--- src/rtl/sc_regs_pkg.sv ---
package sc_regs_pkg;

    localparam int DW = 32;
    localparam int AW = 16;
    localparam int MAX_REGS = 64;

    // Bits of the common control word that are one-cycle requests
    localparam logic [DW-1:0] CC_PULSE_MASK = 32'h00FF_8007;
    // Bits of the common control word that are stored
    localparam logic [DW-1:0] CC_HOLD_MASK  = 32'hFF00_0000;

    typedef enum logic [2:0] {
        RK_NONE,   // outside the block
        RK_CSTAT,  // common status
        RK_CCTRL,  // common control
        RK_USTAT,  // user status
        RK_UCTRL,  // user control
        RK_UNK     // inside the block, nothing implemented
    } reg_kind_e;

    typedef struct packed {
        reg_kind_e   kind;
        logic [5:0]  idx;
    } reg_sel_t;

    function automatic logic [DW*MAX_REGS-1:0] default_ctrl_init();
        logic [DW*MAX_REGS-1:0] v;
        for (int i = 0; i < MAX_REGS; i++) begin
            v[DW*i +: DW] = 32'hC0DE_0000 | DW'(i);
        end
        return v;
    endfunction

    function automatic reg_sel_t decode_addr(logic [AW-1:0] a, int n_stat, int n_ctrl);
        reg_sel_t s;
        s.idx  = a[5:0];
        s.kind = RK_UNK;
        if (a[AW-1:8] != '0) begin
            s.kind = RK_NONE;
        end else if (a[7:1] == 7'h00) begin
            s.kind = RK_CSTAT;
        end else if (a[7:0] == 8'h20) begin
            s.kind = RK_CCTRL;
        end else if (a[7:6] == 2'b10) begin
            s.kind = (int'(a[5:0]) < n_stat) ? RK_USTAT : RK_UNK;
        end else if (a[7:6] == 2'b11) begin
            s.kind = (int'(a[5:0]) < n_ctrl) ? RK_UCTRL : RK_UNK;
        end
        return s;
    endfunction

endpackage

--- src/rtl/sc_addr_decode.sv ---
module sc_addr_decode
    import sc_regs_pkg::*;
#(
    parameter int STAT_LOG = 2,
    parameter int CTRL_LOG = 2
) (
    input  logic          bus_rd,
    input  logic          bus_wr,
    input  logic [AW-1:0] bus_addr,
    output reg_sel_t      sel,
    output logic          rd_hit,
    output logic          wr_hit,
    output logic          bad_hit
);
    localparam int N_STAT = 1 << STAT_LOG;
    localparam int N_CTRL = 1 << CTRL_LOG;

    logic req;
    logic read_only;

    always_comb begin
        sel       = decode_addr(bus_addr, N_STAT, N_CTRL);
        req       = (bus_rd | bus_wr) && (sel.kind != RK_NONE);
        read_only = (sel.kind == RK_CSTAT) || (sel.kind == RK_USTAT);
        // write takes precedence over a simultaneous read
        bad_hit   = req && ((sel.kind == RK_UNK) || (bus_wr && read_only));
        wr_hit    = req && !bad_hit && bus_wr;
        rd_hit    = req && !bad_hit && !bus_wr;
    end
endmodule

--- src/rtl/sc_ctrl_bank.sv ---
module sc_ctrl_bank
    import sc_regs_pkg::*;
#(
    parameter int                    CTRL_LOG  = 2,
    parameter logic [DW*MAX_REGS-1:0] CTRL_INIT = default_ctrl_init()
) (
    input  logic                        clk,
    input  logic                        rst,
    input  logic                        wr_hit,
    input  reg_sel_t                    sel,
    input  logic [DW-1:0]               wdata,
    output logic [DW*(1<<CTRL_LOG)-1:0] uctrl_q,
    output logic [(1<<CTRL_LOG)-1:0]    uctrl_strb,
    output logic [DW-1:0]               cc_held,
    output logic [DW-1:0]               cctrl_out,
    output logic                        cctrl_strb
);
    localparam int N_CTRL = 1 << CTRL_LOG;

    logic [DW-1:0] cc_pulse;

    for (genvar g = 0; g < N_CTRL; g++) begin : g_ureg
        logic hit;
        assign hit = wr_hit && (sel.kind == RK_UCTRL) && (sel.idx == 6'(g));
        always_ff @(posedge clk) begin
            if (rst) begin
                uctrl_q[DW*g +: DW] <= CTRL_INIT[DW*g +: DW];
                uctrl_strb[g]       <= 1'b0;
            end else begin
                if (hit) uctrl_q[DW*g +: DW] <= wdata;
                uctrl_strb[g] <= hit;
            end
        end
    end

    always_ff @(posedge clk) begin
        if (rst) begin
            cc_held    <= '0;
            cc_pulse   <= '0;
            cctrl_strb <= 1'b0;
        end else begin
            cctrl_strb <= wr_hit && (sel.kind == RK_CCTRL);
            if (wr_hit && (sel.kind == RK_CCTRL)) begin
                cc_held  <= wdata & CC_HOLD_MASK;
                cc_pulse <= wdata & CC_PULSE_MASK;
            end else begin
                cc_pulse <= '0;
            end
        end
    end

    assign cctrl_out = cc_held | cc_pulse;
endmodule

--- src/rtl/sc_read_path.sv ---
module sc_read_path
    import sc_regs_pkg::*;
#(
    parameter int STAT_LOG = 2,
    parameter int CTRL_LOG = 2
) (
    input  logic                        clk,
    input  logic                        rst,
    input  logic                        rd_hit,
    input  logic                        wr_hit,
    input  logic                        bad_hit,
    input  reg_sel_t                    sel,
    input  logic [DW-1:0]               cstat0_in,
    input  logic [15:0]                 trg_cnt_in,
    input  logic [15:0]                 tim_cnt_in,
    input  logic [DW*(1<<STAT_LOG)-1:0] ustat_in,
    input  logic [DW*(1<<CTRL_LOG)-1:0] uctrl_q,
    input  logic [DW-1:0]               cc_held,
    output logic [DW-1:0]               bus_rdata,
    output logic                        bus_ack,
    output logic                        bus_unk,
    output logic [1:0]                  cstat_strb,
    output logic [(1<<STAT_LOG)-1:0]    ustat_strb
);
    localparam int N_STAT = 1 << STAT_LOG;
    localparam int N_CTRL = 1 << CTRL_LOG;

    logic [DW-1:0] rd_val;

    always_comb begin
        rd_val = '0;
        unique case (sel.kind)
            RK_CSTAT: rd_val = sel.idx[0] ? {tim_cnt_in, trg_cnt_in} : cstat0_in;
            RK_CCTRL: rd_val = cc_held;
            RK_USTAT: for (int i = 0; i < N_STAT; i++)
                          if (sel.idx == 6'(i)) rd_val = ustat_in[DW*i +: DW];
            RK_UCTRL: for (int i = 0; i < N_CTRL; i++)
                          if (sel.idx == 6'(i)) rd_val = uctrl_q[DW*i +: DW];
            default:  rd_val = '0;
        endcase
    end

    always_ff @(posedge clk) begin
        if (rst) begin
            bus_rdata  <= '0;
            bus_ack    <= 1'b0;
            bus_unk    <= 1'b0;
            cstat_strb <= '0;
            ustat_strb <= '0;
        end else begin
            bus_rdata <= rd_hit ? rd_val : '0;
            bus_ack   <= rd_hit | wr_hit;
            bus_unk   <= bad_hit;
            for (int i = 0; i < 2; i++)
                cstat_strb[i] <= rd_hit && (sel.kind == RK_CSTAT) && (sel.idx[0] == 1'(i));
            for (int i = 0; i < N_STAT; i++)
                ustat_strb[i] <= rd_hit && (sel.kind == RK_USTAT) && (sel.idx == 6'(i));
        end
    end
endmodule

--- src/rtl/sc_regfile.sv ---
module sc_regfile
    import sc_regs_pkg::*;
#(
    parameter int                     STAT_LOG  = 2,
    parameter int                     CTRL_LOG  = 2,
    parameter logic [DW*MAX_REGS-1:0] CTRL_INIT = default_ctrl_init()
) (
    input  logic                        clk,
    input  logic                        rst,
    input  logic                        bus_rd,
    input  logic                        bus_wr,
    input  logic [15:0]                 bus_addr,
    input  logic [31:0]                 bus_wdata,
    input  logic [31:0]                 cstat0_in,
    input  logic [15:0]                 trg_cnt_in,
    input  logic [15:0]                 tim_cnt_in,
    input  logic [32*(1<<STAT_LOG)-1:0] ustat_in,
    output logic [31:0]                 bus_rdata,
    output logic                        bus_ack,
    output logic                        bus_unk,
    output logic [31:0]                 cctrl_out,
    output logic [32*(1<<CTRL_LOG)-1:0] uctrl_out,
    output logic [1:0]                  cstat_strb,
    output logic                        cctrl_strb,
    output logic [(1<<STAT_LOG)-1:0]    ustat_strb,
    output logic [(1<<CTRL_LOG)-1:0]    uctrl_strb
);
    reg_sel_t      sel;
    logic          rd_hit, wr_hit, bad_hit;
    logic [DW-1:0] cc_held;

    sc_addr_decode #(.STAT_LOG(STAT_LOG), .CTRL_LOG(CTRL_LOG)) u_dec (
        .bus_rd(bus_rd), .bus_wr(bus_wr), .bus_addr(bus_addr),
        .sel(sel), .rd_hit(rd_hit), .wr_hit(wr_hit), .bad_hit(bad_hit)
    );

    sc_ctrl_bank #(.CTRL_LOG(CTRL_LOG), .CTRL_INIT(CTRL_INIT)) u_ctrl (
        .clk(clk), .rst(rst), .wr_hit(wr_hit), .sel(sel), .wdata(bus_wdata),
        .uctrl_q(uctrl_out), .uctrl_strb(uctrl_strb), .cc_held(cc_held),
        .cctrl_out(cctrl_out), .cctrl_strb(cctrl_strb)
    );

    sc_read_path #(.STAT_LOG(STAT_LOG), .CTRL_LOG(CTRL_LOG)) u_rd (
        .clk(clk), .rst(rst), .rd_hit(rd_hit), .wr_hit(wr_hit), .bad_hit(bad_hit),
        .sel(sel), .cstat0_in(cstat0_in), .trg_cnt_in(trg_cnt_in),
        .tim_cnt_in(tim_cnt_in), .ustat_in(ustat_in), .uctrl_q(uctrl_out),
        .cc_held(cc_held), .bus_rdata(bus_rdata), .bus_ack(bus_ack),
        .bus_unk(bus_unk), .cstat_strb(cstat_strb), .ustat_strb(ustat_strb)
    );
endmodule

--- config.mk ---
export PLATFORM = sky130hd
export DESIGN_NAME = sc_regfile
export DESIGN_NICKNAME = d
export VERILOG_FILES = /design/src/rtl/sc_regs_pkg.sv /design/src/rtl/sc_addr_decode.sv /design/src/rtl/sc_ctrl_bank.sv /design/src/rtl/sc_read_path.sv /design/src/rtl/sc_regfile.sv
export SDC_FILE = /design/constraint.sdc
export NUM_CORES = 1
export LEC_CHECK = 0
export ABC_AREA = 1
export BUFFER_PORTS_ARGS = -buffer_cell sky130_fd_sc_hd__buf_2
export CAP_MARGIN = 10
export CORE_AREA = 2 2 174 176
export DETAILED_ROUTE_END_ITERATION = 8
export DIE_AREA = 0 0 176 178
export GPL_ROUTABILITY_DRIVEN = 1
export PLACE_DENSITY = 0.66
export SYNTH_ARGS = -nofsm -noshare
export SYNTH_HDL_FRONTEND = slang
export SYNTH_SLANG_ARGS = --single-unit
--- constraint.sdc ---
create_clock -name clk -period 2.9 [get_ports clk]
set_clock_uncertainty 0.2 [all_clocks]
set_input_delay 0.58 -clock clk [delete_from_list [all_inputs] [get_ports clk]]
set_output_delay 0.58 -clock clk [all_outputs]
set_load 0.01 [all_outputs]
==> key figures, run 1 <==
Status
  • Status: complete, no violations

Power
  • Leakage: 6.31 nW
  • Power, Total: 5.45 mW
  • Max VDD drop: 323 uV
  • PwrDens: between 400 and 500 nW/um^2

Yosys
  • Syn_area_per_cell: 6.74 sq um
  • Synth Flop Type: dfxtp_1
  • Async set-reset flop share out of synthesis: 0%
  • Post-synth EDFFs: 0
  • Syn Inst Count: around 1400
  • Warnings from Yosys: 0
  • Mapped cell area: 9630 sq um
  • #FFs+latches synth: 193
  • Distinct cells, synth: 33
  • Seq/Total Area, Yosys: 40.1%

Worst setup path
  • Worst r2r src: u_ctrl.uctrl_q[73]
  • Crit-path slowest cell: nor3_1
  • Crit path launch: bus_addr[4]
  • CP Capture Type: flip-flop
  • Critical path required time: around 3 ns
  • CP Class: input pin to flip-flop
  • Max Fanout on Critical Path: 54
  • CP dominant cell by count: nor2_1
  • Critical Path AT: about 2.9 ns
  • Startpoint types: input pin
  • Largest delay contributor family on the critical path: simple AND/OR/NAND/NOR gates
  • Crit-path cells: buf_2 > nor2_1 > nand2_2 > nor3_2 > buf_12 > buf_4 > a221oi_1 > nor3_1 > nor2_1 > nor2_1
  • Worst Path Buf+Inv: 3
  • Worst path max stage delay: 0.58 ns

STA
  • Slew @ Worst Pin: 0.714 ns
  • Endpoints failing hold: 0
  • Max_slew headroom: 52.0%
  • Max Slew Vio Count: 0
  • RSZ-0062 raised after global routing: no
  • Achievable Freq: between 0.3 and 0.4 GHz
  • Period utilization: 92.0%
  • Tmin final: 2.67 ns
  • Endpoints failing setup: 0
  • Worst Hold Slack: 0.176 ns

Global route
  • Antenna violations before repair: 7
  • Overflow after GRT: 0
  • Vias in the first global route: 9846
  • First-pass GRT wire length: 61500 um
  • Gr usage total: 26.2%
  • Pin count of the biggest net entering global routing: 80

Cells and area
  • Filler cells: 3118
  • Area growth from synthesis to layout: 33.3%
  • Layout cell share with drive strength beyond 1: 29.9%
  • Final nets: 2051
  • Non-filler cells in the finished layout: 2217
  • Final Util: 43.6%

Floorplan
  • Die height: 178 um
  • Die footprint: 31300 sq um
  • Starting Density: between 30% and 40%
  • Row cnt: 63
  • Core area: a little under 30000 sq um
  • I/O pin total: 449
  • Die X: 176 um

Clocking
  • CTS sink cnt: approximately 190
  • Clock latency at the later pin of the worst-skew pair: 0.46 ns
  • TritonCTS clock tree: done
  • Worst-path clk slew: around 0.080 ns
  • Postcts setup bufs: 0
  • H-tree levels: 4
  • Root buffer cell: clkbuf_16
  • Max Root-Sink Buffers: 2
  • CTS Buf Count: 17
  • Post-CTS sizing: 0
  • Cts hold-fix bufs: 0

Detailed routing
  • Iteration-0 DRC count of the detailed router: 1229
  • Post-route ant nets: 0
  • Avg WL per Cell: 19.7 um
  • Vias: 11546
  • DRC errors left: 0
  • Total Wirelength: roughly 44000 um
  • Vias/cell: approximately 5.2
  • 1st-pass router iterations: 5

Place
  • Port-buffer cells: between 400 and 500
  • GPL Wtd Cong: 0.934
  • Post-DP HPWL: 32500 um
  • Cell total after placement: 2178

Min path
  • Startpoint of the worst hold path: bus_wdata[25]
  • Worst Hold Class: input pin to flip-flop

Job
  • Max-capacitance violation count: 0
==> final cells by class <==
type / count / area (sq um) / area share, %
Antenna cell: 7 / 17.5 / 0.137
Clock buffer: 17 / 425 / 3.32
Clock inverter: 15 / 150 / 1.17
Inverter: 51 / 194 / 1.51
Multi-Input combinational cell: 1065 / 4990 / 38.9
Sequential cell: 193 / 3860 / 30.1
Tap cell: 390 / 488 / 3.80
Timing Repair Buffer: 479 / 2710 / 21.1
==> tightest hold or removal path, delay by kind of cell <==
family / cells / cell delay [ns]
buffers and inverters: 1 / 0.09
and+or+nand+nor: 2 / 0.12
==> registers in the layout, indices dropped and copies added (netlist names) <==
name and flops:
u_rd.bus_rdata 32, u_ctrl.cc_pulse 12, u_rd.bus_ack 1, u_rd.cstat_strb 2, u_ctrl.cctrl_strb 1, u_rd.bus_unk 1, u_ctrl.uctrl_strb 4, u_ctrl.uctrl_q 128
u_ctrl.cc_held 8, u_rd.ustat_strb 4
==> layout by cell type (no fill, tap or decap), types with 21 or more instances in the layout <==
master,count
nand2_1,305
inv_1,39
buf_2,436
nor3_1,31
buf_4,27
nand3_1,165
a21o_1,21
nor2_1,224
a21oi_1,177
a221oi_1,24
dfxtp_1,193
o22ai_1,56
==> Yosys cell counts, types with 9 or more instances <==
master / instances / share of area (%)
inv_1: 42 / 1.6
buf_1: 9 / 0.35
o21ai_0: 15 / 0.78
clkbuf_1: 65 / 2.5
nor3_1: 32 / 1.7
inv_2: 9 / 0.35
o22ai_1: 56 / 3.6
buf_2: 22 / 1.1
a21oi_1: 177 / 9.2
buf_4: 30 / 2.3
a21o_1: 21 / 1.6
dfxtp_1: 193 / 40
nor2_1: 225 / 8.8
nand2_1: 306 / 12
a221oi_1: 24 / 2.2
nand3_1: 166 / 8.6
==> path summary, 6_finish.rpt <==
path                                      endpoint  slack [ns]  cells after the start
worst min-delay path            u_ctrl.cc_held[25]        0.18                      3
worst max-delay path             u_rd.bus_rdata[1]        0.23                     10
worst max register to register   u_rd.bus_rdata[9]        1.40                      4
worst min register to register  u_ctrl.uctrl_q[17]        0.29                      2
==> per-layer routing <==
metal | global-route usage (%) | vias up | part of all wire [%] | routed length (um)
li1 | - | 5530 | - | -
met4 | 8.71 | 0 | 2.6 | 1150
met5 | 0 | - | 0 | 0
met2 | 39.7 | 607 | 44 | 19200
met3 | 4.80 | 72 | 8.2 | 3580
met1 | 37.4 | 5337 | 45 | 19700
==> through the flow <==
stage	setup TNS, ns	setup slack (ns)	cell area [sq um]
detailed placement	-0.216	-0.216	12200
finish	0	0.231	12800
floorplan	0	0.567	9670
global route	0	0.122	12800
global placement	-0.265	-0.265	12200
CTS	0	0.239	12800
==> power breakdown <==
group          switching (mW)  total [mW]  leakage, nW  internal (mW)
Sequential         0.00000868        2.65         1.56           2.65
Clock                    1.23        2.37        0.272           1.15
Combinational           0.249       0.426         4.48          0.177
==> kinds of logic (layout without fill, tap and decap cells) <==
| kind of cell | count (synthesis) | after routing | synth area share (%) |
|---|---|---|---|
| and+or+nand+nor | 750 | 750 | 32.8 |
| AOI/OAI and AO/OA | 303 | 303 | 18.2 |
| other | 1 | 19 | 0.0389 |
| buffers and inverters | 181 | 562 | 8.82 |
| DFF | 193 | 193 | 40.1 |
(Power assumes the default switching activity.)
==> run 2, diff against run 1 <==
Settings changed: CORE_AREA 2 2 174 176 to 2 2 176 178, CTS_BUF_LIST set to sky130_fd_sc_hd__clkbuf_2 sky130_fd_sc_hd__clkbuf_4 sky130_fd_sc_hd__clkbuf_8, DIE_AREA 0 0 176 178 to 0 0 178 180, PLACE_DENSITY 0.66 to 0.64.
==> run 2 against run 1 <==
  * Hold slack worse by 0.046 ns
  * Die area is 2.3% higher
  * Final cell count is 0.77% higher
  * Global-route usage is 0.31 points higher
  * Clock power is 22% lower
  * Via count is 0.11% lower
  * Combinational power hardly changed
  * Core utilization is 1.1 points lower
  * Worst setup slack better by 0.21 ns
  * Total power is 9.3% lower
  * Largest cell class unchanged
==> key figures, run 2 (synthesis results as in run 1) <==
Detailed routing
  • DRC errors left: 0
  • Avg WL per Cell: 19.8 um
  • Vias: 11533
  • Vias/cell: 5.16
  • Total Wirelength: 44200 um
  • Iteration-0 DRC count of the detailed router: 1045
  • 1st-pass router iterations: 5
  • Post-route ant nets: 0

Cells and area
  • Register area: 3860 sq um
  • Commonest non-fill, non-tap cells in the layout: 436 x buf_2, 305 x nand2_1, 224 x nor2_1
  • Regs by FF count: u_ctrl.uctrl_q: 128 flops, u_rd.bus_rdata: 32 flops, u_ctrl.cc_pulse: 12 flops
  • Filler cells: approximately 3200
  • Area growth from synthesis to layout: 33.3%
  • Multi-input logic area: 4990 sq um
  • Final Instance Area: 12800 sq um
  • Layout cell share with drive strength beyond 1: 30.5%
  • Max reg flops: 128
  • Most common cell after layout, fill and taps aside: buf_2
  • Final nets: 2066
  • Biggest register: u_ctrl.uctrl_q

Floorplan
  • Row cnt: 64
  • Die height: 180 um
  • Starting Density: 31.9%
  • Core area: around 30000 sq um
  • Die X: 178 um
  • I/O pin total: 449
  • Die footprint: 32000 sq um

Status
  • Status: complete, no violations

Clocking
  • TritonCTS clock tree: done
  • Post-CTS sizing: 0
  • Clock latency at the later pin of the worst-skew pair: 0.50 ns
  • Worst-path clk slew: 0.11 ns
  • H-tree levels: 4
  • CTS sink cnt: 193
  • CTS Buf Count: 17
  • Max Root-Sink Buffers: 2
  • Cts hold-fix bufs: 0
  • Root buffer cell: clkbuf_8
  • Postcts setup bufs: 0

Global route
  • Vias in the first global route: 10339
  • Antenna violations before repair: 3
  • Pin count of the biggest net entering global routing: 72
  • First-pass GRT wire length: roughly 64000 um
  • Gr usage total: a little over a quarter
  • Overflow after GRT: 0

STA
  • Worst Hold Slack: about 0.13 ns
  • Tmin final: 2.46 ns
  • Period utilization: 84.7%
  • Endpoints failing hold: 0
  • Max Slew Vio Count: 0
  • Fin Setup TNS: 0 ns
  • RSZ-0062 raised after global routing: no
  • PnR worst setup slack: 0.445 ns
  • Max_slew headroom: 61.4%
  • Endpoints failing setup: 0
  • Achievable Freq: 0.407 GHz
  • Slew @ Worst Pin: 0.575 ns

Worst setup path
  • Critical path required time: 3.13 ns
  • Crit-path cells: buf_2 > nor2_1 > nand2_2 > nor3_2 > buf_4 > buf_4 > nand2_1 > nand2_1 > nor3b_1 > nor3_1 > nor2_1
  • Startpoint types: input pin
  • Max Fanout on Critical Path: 9
  • Critical Path AT: ~2.7 ns
  • Worst path max stage delay: 0.42 ns
  • Worst Path Buf+Inv: 3
  • Largest delay contributor family on the critical path: simple AND/OR/NAND/NOR gates
  • CP Class: input pin to flip-flop
  • Crit-path slowest cell: nor3b_1
  • CP Capture Type: flip-flop

Place
  • Pre-CTS setup slack: -0.122 ns
  • GPL Wtd Cong: 0.932
  • Port-buffer cells: approximately 440
  • Post-DP Area: about 12000 sq um
  • Post-DP HPWL: about 33000 um

Power
  • Leakage: roughly 6.3 nW
  • PwrDens: 385 nW/um^2
  • Max VDD drop: 267 uV

Min path
  • Worst Hold Class: input pin to flip-flop

Job
  • Max-capacitance violation count: 0
-- run 2: cell count changes in the layout (fill, tap and decap cells not counted), sizes merged --
cell and delta:
buf +15, diode -4, clkinvlp -3, inv +2, clkinv +1
-- run 2: cell type report --
type,count,area share (%)
clock buffers,17,1.82
well taps,396,3.86
diodes,3,0.0585
multi-input cells,1065,38.9
flip-flops and latches,193,30.1
repair buffers,494,22.3
inverters,51,1.51
clock inverters,15,1.41
-- run 2: power by group --
group	total (mW)	switching, mW	leakage [nW]	internal (mW)
registers	2.65	0.0000279	1.56	2.65
clock network	1.86	1.20	0.209	0.669
logic	0.428	0.249	4.58	0.179
total	4.94	1.44	6.34	3.50
-- run 2: worst reg2reg max path, cell delays in order (launching register included) --
cell	delay (ns)
dfxtp_1	0.39
o22ai_1	0.12
nor2_1	0.33
a21o_1	0.22
nor2_1	0.06
nor2_1	0.09
-- run 2: layer usage --
metal / vias up / global-route usage [%] / part of all wire [%] / routed length (um)
met4: 0 / 8.89 / 2.8 / 1230
li1: 5561 / - / - / -
met2: 554 / 41.4 / 45 / 19900
met5: - / 0 / 0 / 0
met1: 5354 / 36.3 / 44 / 19400
met3: 64 / 5.39 / 8.4 / 3710
-- run 2: final timing paths --
path | cells past startpoint | end | start | slack [ns]
worst max-delay path | 11 | u_rd.bus_rdata[9] | bus_addr[4] | 0.44
worst max register to register | 5 | u_rd.bus_rdata[2] | u_ctrl.uctrl_q[66] | 1.43
worst min-delay path | 3 | u_ctrl.cc_held[25] | bus_wdata[25] | 0.13
worst min register to register | 2 | u_ctrl.uctrl_q[23] | u_ctrl.uctrl_q[23] | 0.29
-- run 2: through the flow --
stage | std cells | total power [mW] | util (%)
floorplan | 1439 | 2.89 | -
global placement | 2199 | 3.13 | 41.1
detailed placement | 2199 | 3.13 | 41.1
CTS | 2231 | 4.98 | 42.5
global route | 2234 | 5.14 | 42.5
finish | 2234 | 4.94 | 42.5
